===== src/rtl/sct_pkg.sv =====
// Package: register indices and control-word field positions shared by
// the shared counter block and its checker.
package sct_pkg;
    localparam int DATA_W        = 32;
    localparam int ADDR_W        = 3;
    localparam int CTRL_HALT_BIT = 0;
    localparam int CTRL_CODE_LSB = 4;

    typedef enum logic [ADDR_W-1:0] {
        RA_CTRL     = 3'd0,
        RA_CNT_LO   = 3'd1,
        RA_CNT_HI   = 3'd2,
        RA_OWN_LO   = 3'd3,
        RA_OWN_HI   = 3'd4,
        RA_PEER_SEL = 3'd5,
        RA_PEER_LO  = 3'd6,
        RA_PEER_HI  = 3'd7
    } reg_addr_e;
endpackage


===== src/rtl/sct_counter.sv =====
// sct_counter: the shared up-counter and its halt bit.
// Assumes CNT_W is between 32 and 64. The halt bit resets to 1, so the
// counter sits at zero until software clears halt.
module sct_counter #(
    parameter int CNT_W = 64
) (
    input  logic             clk,
    input  logic             rst_n,
    input  logic             ctrl_we,
    input  logic             halt_in,
    output logic             halt_q,
    output logic [CNT_W-1:0] count_q
);
    // Halt bit: set at reset, loaded by control-word writes.
    always_ff @(posedge clk) begin
        if (!rst_n)       halt_q <= 1'b1;
        else if (ctrl_we) halt_q <= halt_in;
    end

    // Counter: advances by one each clock while not halted, wraps at CNT_W.
    always_ff @(posedge clk) begin
        if (!rst_n)       count_q <= '0;
        else if (!halt_q) count_q <= count_q + 1'b1;
    end
endmodule


===== src/rtl/sct_cmp_unit.sv =====
// sct_cmp_unit: one core's compare register and its pending interrupt.
// Assumes 32 <= CNT_W <= 64. The compare value keeps only CNT_W bits, and
// the upper bits of the 64-bit view read as zero. Any write clears the
// pending level. The reached test (count >= compare) runs every clock.
module sct_cmp_unit #(
    parameter int CNT_W = 64
) (
    input  logic             clk,
    input  logic             rst_n,
    input  logic             wr_en,
    input  logic             wr_hi,
    input  logic [31:0]      wr_data,
    input  logic [CNT_W-1:0] count,
    output logic [63:0]      cmp_val,
    output logic             irq
);
    logic [CNT_W-1:0] cmp_q;
    logic [63:0]      cmp_nxt;

    // Widen the stored compare to the 64-bit software view.
    generate
        if (CNT_W == 64) begin : g_full
            assign cmp_val = cmp_q;
        end else begin : g_ext
            assign cmp_val = {{(64-CNT_W){1'b0}}, cmp_q};
        end
    endgenerate

    // Merge the written word into the current 64-bit view.
    always_comb begin
        cmp_nxt = cmp_val;
        if (wr_hi) cmp_nxt[63:32] = wr_data;
        else       cmp_nxt[31:0]  = wr_data;
    end

    // Compare register: all ones at reset, updated by word writes.
    always_ff @(posedge clk) begin
        if (!rst_n)     cmp_q <= '1;
        else if (wr_en) cmp_q <= cmp_nxt[CNT_W-1:0];
    end

    // Pending level: cleared by any write, set when the count has reached compare.
    always_ff @(posedge clk) begin
        if (!rst_n)                irq <= 1'b0;
        else if (wr_en)            irq <= 1'b0;
        else if (count >= cmp_q)   irq <= 1'b1;
    end
endmodule


===== src/rtl/sct_bus_decode.sv =====
// sct_bus_decode: turns one register-bus access into write strobes and
// read data, and holds each core's peer selector.
// Assumes one access per cycle. Accesses naming a core index at or above
// NUM_CORES, or a peer selector at or above NUM_CORES, write nothing and
// read zero.
module sct_bus_decode
    import sct_pkg::*;
#(
    parameter int NUM_CORES  = 4,
    parameter int CORE_W     = 2,
    parameter int WIDTH_CODE = 8
) (
    input  logic                              clk,
    input  logic                              rst_n,
    input  logic                              bus_en,
    input  logic                              bus_we,
    input  logic [CORE_W-1:0]                 bus_core,
    input  logic [ADDR_W-1:0]                 bus_addr,
    input  logic [CORE_W-1:0]                 sel_wdata,
    input  logic                              halt,
    input  logic [63:0]                       count64,
    input  logic [NUM_CORES-1:0][63:0]        cmp_vals,
    output logic                              ctrl_we,
    output logic [NUM_CORES-1:0]              cmp_we,
    output logic                              wr_hi,
    output logic [DATA_W-1:0]                 bus_rdata
);
    logic [NUM_CORES-1:0][CORE_W-1:0] sel_q;
    logic [CORE_W-1:0]                peer_idx;
    logic                             core_ok;
    logic                             peer_ok;
    logic                             own_win;
    logic                             peer_win;
    logic                             wr_acc;
    logic [63:0]                      own_val;
    logic [63:0]                      peer_val;
    reg_addr_e                        addr_e;

    assign addr_e   = reg_addr_e'(bus_addr);
    assign core_ok  = 32'(bus_core) < NUM_CORES;
    assign peer_idx = core_ok ? sel_q[bus_core] : '0;
    assign peer_ok  = core_ok && (32'(peer_idx) < NUM_CORES);
    assign own_win  = (addr_e == RA_OWN_LO)  || (addr_e == RA_OWN_HI);
    assign peer_win = (addr_e == RA_PEER_LO) || (addr_e == RA_PEER_HI);
    assign wr_hi    = (addr_e == RA_OWN_HI)  || (addr_e == RA_PEER_HI);
    assign wr_acc   = bus_en && bus_we && core_ok;
    assign ctrl_we  = wr_acc && (addr_e == RA_CTRL);
    assign own_val  = core_ok ? cmp_vals[bus_core] : 64'd0;
    assign peer_val = peer_ok ? cmp_vals[peer_idx] : 64'd0;

    // One write strobe per compare unit, reached locally or through the peer window.
    generate
        for (genvar g = 0; g < NUM_CORES; g++) begin : g_we
            assign cmp_we[g] = wr_acc &&
                ((own_win  && (bus_core == CORE_W'(g))) ||
                 (peer_win && peer_ok && (peer_idx == CORE_W'(g))));
        end
    endgenerate

    // Peer selectors: one per requesting core, zero at reset.
    always_ff @(posedge clk) begin
        if (!rst_n) begin
            sel_q <= '0;
        end else if (wr_acc && (addr_e == RA_PEER_SEL)) begin
            sel_q[bus_core] <= sel_wdata;
        end
    end

    // Read mux: combinational data for the access presented this cycle.
    always_comb begin
        bus_rdata = '0;
        if (bus_en && !bus_we && core_ok) begin
            unique case (addr_e)
                RA_CTRL: begin
                    bus_rdata[CTRL_HALT_BIT]                  = halt;
                    bus_rdata[CTRL_CODE_LSB +: 4]             = 4'(WIDTH_CODE);
                end
                RA_CNT_LO:   bus_rdata = count64[31:0];
                RA_CNT_HI:   bus_rdata = count64[63:32];
                RA_OWN_LO:   bus_rdata = own_val[31:0];
                RA_OWN_HI:   bus_rdata = own_val[63:32];
                RA_PEER_SEL: bus_rdata = 32'(peer_idx);
                RA_PEER_LO:  bus_rdata = peer_val[31:0];
                RA_PEER_HI:  bus_rdata = peer_val[63:32];
                default:     bus_rdata = '0;
            endcase
        end
    end
endmodule


===== src/rtl/shared_count_timer.sv =====
// shared_count_timer: top level. One shared counter, NUM_CORES compare
// units and the bus decoder.
// Assumes NUM_CORES >= 2 and WIDTH_CODE <= 8, so the counter is 32 to
// 64 bits wide.
module shared_count_timer
    import sct_pkg::*;
#(
    parameter int NUM_CORES  = 4,
    parameter int WIDTH_CODE = 8,
    parameter int CORE_W     = (NUM_CORES > 1) ? $clog2(NUM_CORES) : 1
) (
    input  logic                 clk,
    input  logic                 rst_n,
    input  logic                 bus_en,
    input  logic                 bus_we,
    input  logic [CORE_W-1:0]    bus_core,
    input  logic [ADDR_W-1:0]    bus_addr,
    input  logic [DATA_W-1:0]    bus_wdata,
    output logic [DATA_W-1:0]    bus_rdata,
    output logic [NUM_CORES-1:0] timer_irq
);
    localparam int CNT_W = 32 + 4 * WIDTH_CODE;

    logic                       halt_q;
    logic                       ctrl_we;
    logic                       wr_hi;
    logic [CNT_W-1:0]           count_q;
    logic [63:0]                count64;
    logic [NUM_CORES-1:0]       cmp_we;
    logic [NUM_CORES-1:0][63:0] cmp_vals;

    // Widen the count to the 64-bit software view.
    generate
        if (CNT_W == 64) begin : g_full
            assign count64 = count_q;
        end else begin : g_ext
            assign count64 = {{(64-CNT_W){1'b0}}, count_q};
        end
    endgenerate

    sct_counter #(.CNT_W(CNT_W)) u_counter (
        .clk     (clk),
        .rst_n   (rst_n),
        .ctrl_we (ctrl_we),
        .halt_in (bus_wdata[CTRL_HALT_BIT]),
        .halt_q  (halt_q),
        .count_q (count_q)
    );

    sct_bus_decode #(
        .NUM_CORES  (NUM_CORES),
        .CORE_W     (CORE_W),
        .WIDTH_CODE (WIDTH_CODE)
    ) u_decode (
        .clk       (clk),
        .rst_n     (rst_n),
        .bus_en    (bus_en),
        .bus_we    (bus_we),
        .bus_core  (bus_core),
        .bus_addr  (bus_addr),
        .sel_wdata (bus_wdata[CORE_W-1:0]),
        .halt      (halt_q),
        .count64   (count64),
        .cmp_vals  (cmp_vals),
        .ctrl_we   (ctrl_we),
        .cmp_we    (cmp_we),
        .wr_hi     (wr_hi),
        .bus_rdata (bus_rdata)
    );

    // One compare unit per core.
    generate
        for (genvar g = 0; g < NUM_CORES; g++) begin : g_core
            sct_cmp_unit #(.CNT_W(CNT_W)) u_cmp (
                .clk     (clk),
                .rst_n   (rst_n),
                .wr_en   (cmp_we[g]),
                .wr_hi   (wr_hi),
                .wr_data (bus_wdata),
                .count   (count_q),
                .cmp_val (cmp_vals[g]),
                .irq     (timer_irq[g])
            );
        end
    endgenerate
endmodule


===== config.mk =====
export PLATFORM = sky130hd
export DESIGN_NAME = shared_count_timer
export DESIGN_NICKNAME = d
export VERILOG_FILES = /design/src/rtl/sct_pkg.sv /design/src/rtl/sct_counter.sv /design/src/rtl/sct_cmp_unit.sv /design/src/rtl/sct_bus_decode.sv /design/src/rtl/shared_count_timer.sv
export SDC_FILE = /design/constraint.sdc
export NUM_CORES = 1
export LEC_CHECK = 0
export BUFFER_PORTS_ARGS = -buffer_cell sky130_fd_sc_hd__buf_2
export CORE_UTILIZATION = 50
export DETAILED_ROUTE_END_ITERATION = 6
export GPL_TIMING_DRIVEN = 0
export PLACE_DENSITY = 0.7
export SLEW_MARGIN = 20
export SYNTH_ARGS = -nofsm -noshare
export SYNTH_HDL_FRONTEND = slang
export SYNTH_SLANG_ARGS = --single-unit
export TNS_END_PERCENT = 20

===== constraint.sdc =====
create_clock -name clk -period 3.2 [get_ports clk]
set_input_delay 0.64 -clock clk [delete_from_list [all_inputs] [get_ports clk]]
set_output_delay 0.64 -clock clk [all_outputs]
set_load 0.01 [all_outputs]

[After elaboration in Yosys (flattened, before gate mapping)]
Index checks and enable logic that the tools add are counted.
Word-level totals
  register bits after elaboration: 333
  bits in latches: 0
  RAM bits: 0
  memory bits (read-only): 0
  input port bits: 41
  logic and storage cells: 95
  memories kept: 0
Operators by class
  add/sub/neg operators: 1
  multipliers: 0
  divide/modulo/power cells: 0
  magnitude comparators: 7
  eq/ne operators: 13
  shift-type cells: 0
  multiplexer cells: 14
  bitwise operators: 2
  reductions and logical operators: 40
Operator list (count)
  $bmux 64 s2: 2
  $ge 64x64->1: 4
  $pmux 24 s6: 1
  $mux 64: 2
  $add 64x1->64 const B: 1
  $mux 32: 1
  $pmux 4 s8: 1
  $pmux 3 s7: 1
  $logic_and 1x1->1: 17
  $reduce_and 2->1: 8
  $eq 3x3->1 const B: 4
  $bwmux 8: 1
  $eq 2x2->1 const B: 4
  $pmux 1 s8: 1
  $reduce_or 2->1: 4
  $logic_or 1x1->1: 7
  $eq 3x2->1 const B: 2
  $lt 2x3->1 const B: 2
  $bmux 2 s2: 1
  $demux 2 s2: 1
  $eq 2x1->1 const B: 2
  $logic_not 2->1: 2
  $mux 2: 2
  $eq 3x1->1 const B: 1
  4 further kinds: 5

[Depth between registers and ports, before layout]
Gate-level depths: netlist of run 1.
  depth after elaboration: 7
  gate-level depth with buffers: 10

[Cells and area by module]
A second synthesis of run 1 with hierarchy kept.
Second synthesis, totals
  cells, all modules: 2832
  area, all modules: 23533.8 µm²
By module, submodules not included
  sct_cmp_unit: instances 4, cells an instance 444, area an instance 3723.6 µm²
  sct_bus_decode: instances 1, cells an instance 698, area an instance 5537.8 µm²
  sct_counter: instances 1, cells an instance 358, area an instance 3101.7 µm²

[Worst setup path after synthesis of run 1]
Ideal clock, no wire load.
  path type: input-to-output
  start: input port bus_core[1]
  end: output port bus_rdata[27]
  arrival time: 2540 ps
  setup slack: 20 ps
  stages: 8
  path buffers: 3
  path through: buf_2 -> buf_2 -> buf_2 -> mux4_2 -> nand2_1 -> o21ai_0 -> a2111oi_0 -> nor2_1
On the way
  longest elaborated chain between the ends: 6
  elaborated cells between the ends (all ways): 8
Ends and longest elaborated chain
  start: declaration: RTL line shared_count_timer.sv:16  | input logic [CORE_W-1:0] bus_core,
  $bmux 2 s2: RTL line sct_bus_decode.sv:41  | assign peer_idx = core_ok ? sel_q[bus_core] : '0;
  $mux 2 (not written as such): RTL line sct_bus_decode.sv:41
  $bmux 64 s2: RTL line sct_bus_decode.sv:49  | assign peer_val = peer_ok ? cmp_vals[peer_idx] : 64'd0;
  $mux 64 (not written as such): RTL line sct_bus_decode.sv:49
  $pmux 24 s6 *: RTL line sct_bus_decode.sv:73  | unique case (addr_e)
  $mux 32 *: RTL line sct_bus_decode.sv:72  | if (bus_en && !bus_we && core_ok) begin
  end: declaration: RTL line shared_count_timer.sv:19  | output logic [DATA_W-1:0] bus_rdata,
Mark *: on every way between the ends. The rest lies on a longest branch, timed or not. The select of a mux whose other input is x is not followed.

[Worst setup path in the final report of run 1]
  start: register u_decode.sel_q[7] (netlist name)
  end: output port bus_rdata[28]
On the way
  longest elaborated chain between the ends: 6
Ends and longest elaborated chain
  start: declaration: RTL line sct_bus_decode.sv:28  | logic [NUM_CORES-1:0][CORE_W-1:0] sel_q;
  start signal: indexed assignment: RTL line sct_bus_decode.sv:65  | sel_q[bus_core] <= sel_wdata;
  $bmux 2 s2: RTL line sct_bus_decode.sv:41
  $mux 2 (not written as such): RTL line sct_bus_decode.sv:41
  $bmux 64 s2: RTL line sct_bus_decode.sv:49
  $mux 64 (not written as such): RTL line sct_bus_decode.sv:49
  $pmux 24 s6: RTL line sct_bus_decode.sv:73
  $mux 32: RTL line sct_bus_decode.sv:72
No other way between the ends. The select of a mux whose other input is x is not followed.

==> out/results.tsv, run 1 <==
stage	metric	value	unit
grt	gr-total-overflow	0	
status	violations	design-rule violations, negative setup slack	
critical_path	critical-path-slowest-cell	mux4_2	
timing	hold_viol_final	0	
grt	grt_max_degree	14	
power_and_ir_drop	p_leak	12.8	nW
yosys	synth_area_per_cell	8.45	sq um
clock_tree	root_buffer	clkbuf_16	
route	first_iter_violations	3612	
timing	timing.fmax	271	MHz
placed_design	placed_area	24000	sq um
yosys	synthAdderAreaFrac	13.9	%
yosys	syn_nets	3026	
route	drc_errors	1	
route	wl_per_cell	29.4	microns
route	postRouteAntennaNets	0	
layout	drive_gt1_share	15.4	%
timing	tightest_slew	1.02	ns
critical_path	cp_common_cell	mux4_2	
grt	grt_pass1_wl	146000	microns
critical_path	worstPathCellList	mux4_2 -> buf_12 -> buf_6 -> mux4_2 -> a2111oi_4 -> nor2_1 -> buf_2	
route	wl_met2	41700	microns
critical_path	crit_path_start_kind	register	
power_and_ir_drop	finalPower	10.1	mW
flow_run	maxCapViolCount	0	
layout	final_cell_mix	421 x nand2_1, 328 x dfxtp_1, 262 x inv_1	
yosys	postSynthCellCount	2728	
placed_design	gp_congestion	1.04	
route	routed_wl	101000	microns
floorplanning	start_util	50.8	%
timing	relSlewSlack	30.3	%
yosys	synthXorXnorAreaFrac	2.09	%
route	dr.max_layer_used	met5	
layout	final_common_cell	nand2_1	
layout	fill_cells	4076	
yosys	ys.warnings.count	0	
floorplanning	fp-row-count	78	
critical_path	slowest_delay	0.57	ns
clock_tree	numClockSinks	333	
yosys	synth-seq-cells	333	
timing	fin_crit_sh	116	%
worst_hold_path	hold_class	input pin to register	
yosys	synth_top_family_by_area	compound AO/OA/AOI/OAI gates	
power_and_ir_drop	peakVddDrop	0.000425	V
critical_path	critPathTopFamily	multiplexers	
yosys	synthSimpleGateAreaFrac	15.9	%
timing	finalClockSkew	0.0233	ns
yosys	synthArstFlopShare	0	%
layout	finish.instance_area	26300	sq um
placed_design	dp_hpwl	75900	microns
layout	num-nets-final	3118	
grt	track_usage	42.6	%
floorplanning	die_area	47000	sq um
placed_design	dp_slack	-1.72	ns
route	met1_length	40600	microns
floorplanning	die_h	217	microns
clock_tree	ctsHoldBuffers	0	
grt	antenna_found_initial	5	
floorplanning	ioPinCount	77	
clock_tree	cts_tree	done	
timing	whs	0.323	ns
clock_tree	cts_buffers	41	
yosys	syn_area	23100	sq um
yosys	synth_seq_area_share	28.9	%
clock_tree	clockBufferDepth	3	
floorplanning	die_x	217	microns
placed_design	io_buffer_count	40	
power_and_ir_drop	power_density	383	nW/um^2
timing	layout_min_cycle_time	3.70	ns
grt	grt_pass1_vias	22100	
yosys	synthMuxAreaShare	11.4	%
timing	layout_setup_ws	-0.497	ns
yosys	synthFlopType	dfxtp_1	
clock_tree	worstSkewPairLatency	0.60	ns
yosys	synth_cell_types	62	
route	vias_per_cell	6.77	
route	vias	23300	
timing	finalSetupViolations	37	
route	first_pass_iters	7	
timing	rsz0062_at_grt	true	
critical_path	critPathRequiredTime	2.56	ns
route	met3WireLength	13600	microns
yosys	synth_compound_area_share	19.6	%
critical_path	worst-path-buf-inv	3	
critical_path	path_max_fanout	10	
floorplanning	coreArea	45400	sq um
layout	syn2layout_area_growth	13.9	%
timing	slew_violations	0	
critical_path	cp-end-kind	output pin	
critical_path	crit_arrival	3.06	ns
critical_path	critical_path_class	register to output pin	
clock_tree	cts_max_level	2	
clock_tree	path_clk_slew	0.05	ns
status	status	finished, violations left	
timing	tns	-12.76	ns
yosys	synth-edff-count	0	
-- path summary, 6_finish.rpt --
check,start,cells past startpoint,endpoint,slack [ns]
min,bus_wdata[1],3,u_decode.sel_q[3]$_SDFFE_PN0P_,0.32
min reg2reg,u_decode.sel_q[2]$_SDFFE_PN0P_,2,u_decode.sel_q[2]$_SDFFE_PN0P_,0.48
max reg2reg,u_counter.count_q[49]$_SDFFE_PN0N_,8,g_core[1].u_cmp.irq$_SDFFE_PP0P_,0
max,u_decode.sel_q[7]$_SDFFE_PN0P_,7,bus_rdata[28],-0.50
-- logic make-up after synthesis --
| logic type | Yosys count |
|---|---|
| and+or+nand+nor | 818 |
| DFF | 333 |
| adders and majority gates | 257 |
| xor gates and xnor gates | 55 |
| muxes | 136 |
| buffers and inverters | 457 |
| AOI/OAI and AO/OA | 672 |
-- state kept, by name, summed over array words and instances (netlist names) --
signal                cells
g_core.u_cmp.cmp_val    256
g_core.u_cmp.irq          4
u_counter.count_q        64
u_counter.halt_q          1
u_decode.sel_q            8
-- cells in the mapped netlist (all sizes together), types with 40 or more instances --
cell type / instances / area [sq um]
nand4: 64 / 400
inv: 262 / 983
nor2: 150 / 573
o211ai: 258 / 1940
a21o: 50 / 375
a21oi: 148 / 741
nand2: 422 / 1580
xnor2: 40 / 350
ha: 257 / 3220
o21ai: 82 / 410
nand3: 42 / 210
clkbuf: 109 / 409
buf: 86 / 464
mux4: 99 / 2230
dfxtp: 333 / 6670
and2: 61 / 382
-- report_power, final --
part	internal (mW)	switching, mW
logic	0.317	0.660
clock network	2.84	2.03
registers	4.19	0.0338
total	7.34	2.72
-- metal layers --
metal / vias up / global-route usage (%)
met5: - / 0
met1: 11300 / 58.0
met2: 1785 / 61.2
li1: 9990 / -
met3: 312 / 11.9
met4: 6 / 22.4
-- per-stage QoR --
| step | cells | util (%) |
|---|---|---|
| global placement | 3368 | 52.9 |
| finish | 3450 | 57.9 |
| global route | 3448 | 57.9 |
| floorplan | 2728 | - |
| CTS | 3448 | 57.6 |
| detailed placement | 3369 | 52.9 |
-- final cells by class --
| cell class | count | area [sq um] | area share (%) |
|---|---|---|---|
| Tap cell | 600 | 751 | 2.86 |
| Clock inverter | 10 | 136 | 0.519 |
| Clock buffer | 61 | 1200 | 4.58 |
| Sequential cell | 333 | 6670 | 25.4 |
| Antenna cell | 2 | 5.00 | 0.0191 |
| Timing Repair Buffer | 49 | 288 | 1.10 |
| Multi-Input combinational cell | 1938 | 15200 | 57.7 |
| Buffer | 195 | 1070 | 4.08 |
| Inverter | 262 | 983 | 3.74 |
-- timing repair --
| action | 4_1_cts | 5_1_grt |
|---|---|---|
| resized for setup | 181 | 52 |
| endpoints found under the setup margin | 258 | 141 |
| buffers inserted | 8 | 0 |
| gates cloned | 0 | 0 |
| pin swaps | 23 | 15 |
-- tightest hold or removal path, delay by kind of cell --
family / cells / cell delay [ns]
buf+inv: 1 / 0.11
compound gates: 1 / 0.06
simple gates: 1 / 0.05
Note: power is estimated with default switching activity, not from simulation.
==> run 2: changes to the inputs <==
Settings changed: MAX_ROUTING_LAYER set to met4.
==> out/results.tsv, run 2 (same netlist as run 1, synthesis figures left out) <==
stage	metric	value	unit	change
status	status	finished, violations left		
status	violations	design-rule violations, negative setup slack		
layout	drive_gt1_share	16.9	%	+1.5 points
worst_hold_path	hold_depth	3		unchanged
power_and_ir_drop	power_density	386	nW/um^2	+0.85%
clock_tree	ctsHoldBuffers	0		unchanged
timing	layout_setup_ws	-0.475	ns	+0.0214 ns
layout	num-nets-final	3130		+0.38%
timing	layout_min_cycle_time	3.68	ns	-0.0214 ns
timing	fin_crit_sh	115	%	-0.67 points
timing	hold_viol_final	0		unchanged
critical_path	rr_startpoint	u_counter.count_q[39]$_SDFFE_PN0N_		
layout	regArea	6670	sq um	about the same
critical_path	critPathRequiredTime	2.56	ns	about the same
clock_tree	clockBufferDepth	3		unchanged
clock_tree	cts_max_level	2		unchanged
layout	final_core_util	59.1	%	+1.2 points
placed_design	dp_slack	-1.78	ns	-0.0584 ns
grt	track_usage	44.1	%	+1.5 points
power_and_ir_drop	pwr-share-clk	49.6	%	+1.3 points
grt	grt_pass1_wl	147000	microns	+0.34%
route	postRouteAntennaNets	0		unchanged
critical_path	critical_path_class	input pin to output pin		
critical_path	rr_endpoint	g_core[3].u_cmp.irq$_SDFFE_PP0P_		
layout	fill_cells	4005		-1.7%
worst_hold_path	hold-path-endpoint	u_decode.sel_q[3]$_SDFFE_PN0P_		
grt	gr-total-overflow	0		unchanged
route	vias	23400		+0.22%
power_and_ir_drop	combPwrFrac	9.7	%	about the same
layout	final_cell_mix	417 x nand2_1, 330 x dfxtp_1, 262 x inv_1		
grt	grt_max_degree	13		-1
critical_path	cp-end-kind	output pin		
clock_tree	cts_buffers	42		+2.4%
clock_tree	root_buffer	clkbuf_16		
placed_design	io_buffer_count	40		unchanged
critical_path	crit_path_start_kind	input pin		
floorplanning	die_area	47000	sq um	unchanged
timing	timing.fmax	272	MHz	+0.58%
clock_tree	path_clk_slew	0.05	ns	about the same
flow_run	maxCapViolCount	0		unchanged
grt	grt_pass1_vias	22100		+0.10%
power_and_ir_drop	internal_power	7.62	mW	+3.8%
timing	slew_violations	0		unchanged
clock_tree	cts_tree	done		
route	vias_per_cell	6.75		-0.19%
timing	relSlewSlack	11.7	%	-19 points
power_and_ir_drop	seq_power_share	40.7	%	-1.3 points
timing	finalSetupViolations	36		-2.7%
worst_hold_path	hold_class	input pin to register		
grt	antenna_found_initial	1		-4
layout	final_common_cell	nand2_1		
floorplanning	die_h	217	microns	unchanged
route	first_pass_iters	7		unchanged
floorplanning	die_x	217	microns	unchanged
floorplanning	ioPinCount	77		unchanged
timing	rsz0062_at_grt	true		
layout	largest_register_ffs	256		unchanged
placed_design	placed_cells_incl_taps	3368		-0.030%
floorplanning	fp-row-count	78		unchanged
clock_tree	worstSkewPairLatency	0.60	ns	about the same
power_and_ir_drop	peakVddDrop	0.000388	V	-8.7%
layout	multi_input_area	15300	sq um	+1.2%
layout	final_cells	3464		+0.41%
clock_tree	numClockSinks	333		unchanged
critical_path	crit_arrival	3.04	ns	-0.02 ns
power_and_ir_drop	finalPower	10.4	mW	+3.0%
route	drc_errors	1		unchanged
timing	tightest_slew	1.31	ns	+0.293 ns
power_and_ir_drop	p_leak	13.1	nW	+1.9%
route	first_iter_violations	3349		-7.3%
placed_design	dp_hpwl	75600	microns	-0.34%
timing	finalClockSkew	0.0242	ns	+0.000918 ns
power_and_ir_drop	p_switching	2.75	mW	+0.95%
floorplanning	start_util	50.8	%	unchanged
critical_path	path_max_fanout	10		unchanged
placed_design	gp_congestion	1.05		+1.0%
floorplanning	coreArea	45400	sq um	unchanged
critical_path	ff2ff_setup_slack	-0.27	ns	-0.27 ns
power_and_ir_drop	sw_frac_of_total	26.5	%	-0.55 points
route	routed_wl	102000	microns	+0.75%
layout	syn2layout_area_growth	16.4	%	
critical_path	ff2ff_path_depth	8		unchanged
timing	tns	-10.73	ns	+2.02 ns
worst_hold_path	worstHoldStart	bus_wdata[1]		
route	wl_per_cell	29.5	microns	+0.34%
[run 2: area by class of cell]
type | instances | share of cell area [%]
clock inverter | 13 | 0.644
timing repair buffer | 61 | 1.82
multi-input combinational | 1938 | 57.2
tap | 600 | 2.80
sequential | 333 | 24.9
buffer | 194 | 4.22
antenna | 1 | 0.00933
inverter | 262 | 3.67
clock buffer | 62 | 4.80
[run 2: per-layer routing]
layer / global-route usage [%] / wire length [microns] / share of wire, % / vias up
met5: - / 0 / 0 / -
met4: 24.3 / 6650 / 6.5 / 0
met2: 61.2 / 41300 / 40 / 1738
met1: 58.0 / 40300 / 40 / 11200
li1: - / - / - / 10000
met3: 11.7 / 13800 / 14 / 403
[run 2: timing repair]
item | CTS | global route
buffers inserted | 13 | 3
gates resized for setup | 221 | 54
setup endpoints to repair | 272 | 176
pin swaps | 25 | 12
cloned | 5 | 0
[run 2: power by group through the flow]
stage	sequential [mW]	combinational [mW]	clock (mW)
floorplan	4.30	0.492	0
global placement	4.31	0.806	0
detailed placement	4.31	0.818	0
CTS	4.22	0.936	5.10
global route	4.22	1.02	5.30
finish	4.22	1.00	5.14
[run 2: critical path: stages]
cell	delay (ns)
buf_6	0.15
clkbuf_2	0.39
clkbuf_2	0.48
mux4_2	0.38
nand2_1	0.08
o21ai_0	0.15
a2111oi_4	0.48
nor2_1	0.11
buf_2	0.16
[run 2: how the worst max path moves through the flow]
| stage | from | to | slack, ns | cells after the start |
|---|---|---|---|---|
| final | bus_core[0] | bus_rdata[30] | -0.48 | 9 |
| after global placement | bus_core[1] | bus_rdata[30] | -1.92 | 8 |
| after floorplan | bus_core[1] | bus_rdata[27] | 0.02 | 8 |
| after CTS | u_decode.sel_q[7]$_SDFFE_PN0P_ | bus_rdata[30] | -0.41 | 7 |
| after detailed placement | bus_core[1] | bus_rdata[30] | -1.78 | 8 |
| after global routing | u_decode.sel_q[7]$_SDFFE_PN0P_ | bus_rdata[30] | -0.46 | 7 |
[run 2: stage by stage]
step                cell area (sq um)  hold WS [ns]
finish                          26800         0.344
global route                    26800         0.387
CTS                             26600         0.354
detailed placement              24000         0.484
global placement                24000         0.468
floorplan                       23100         0.454
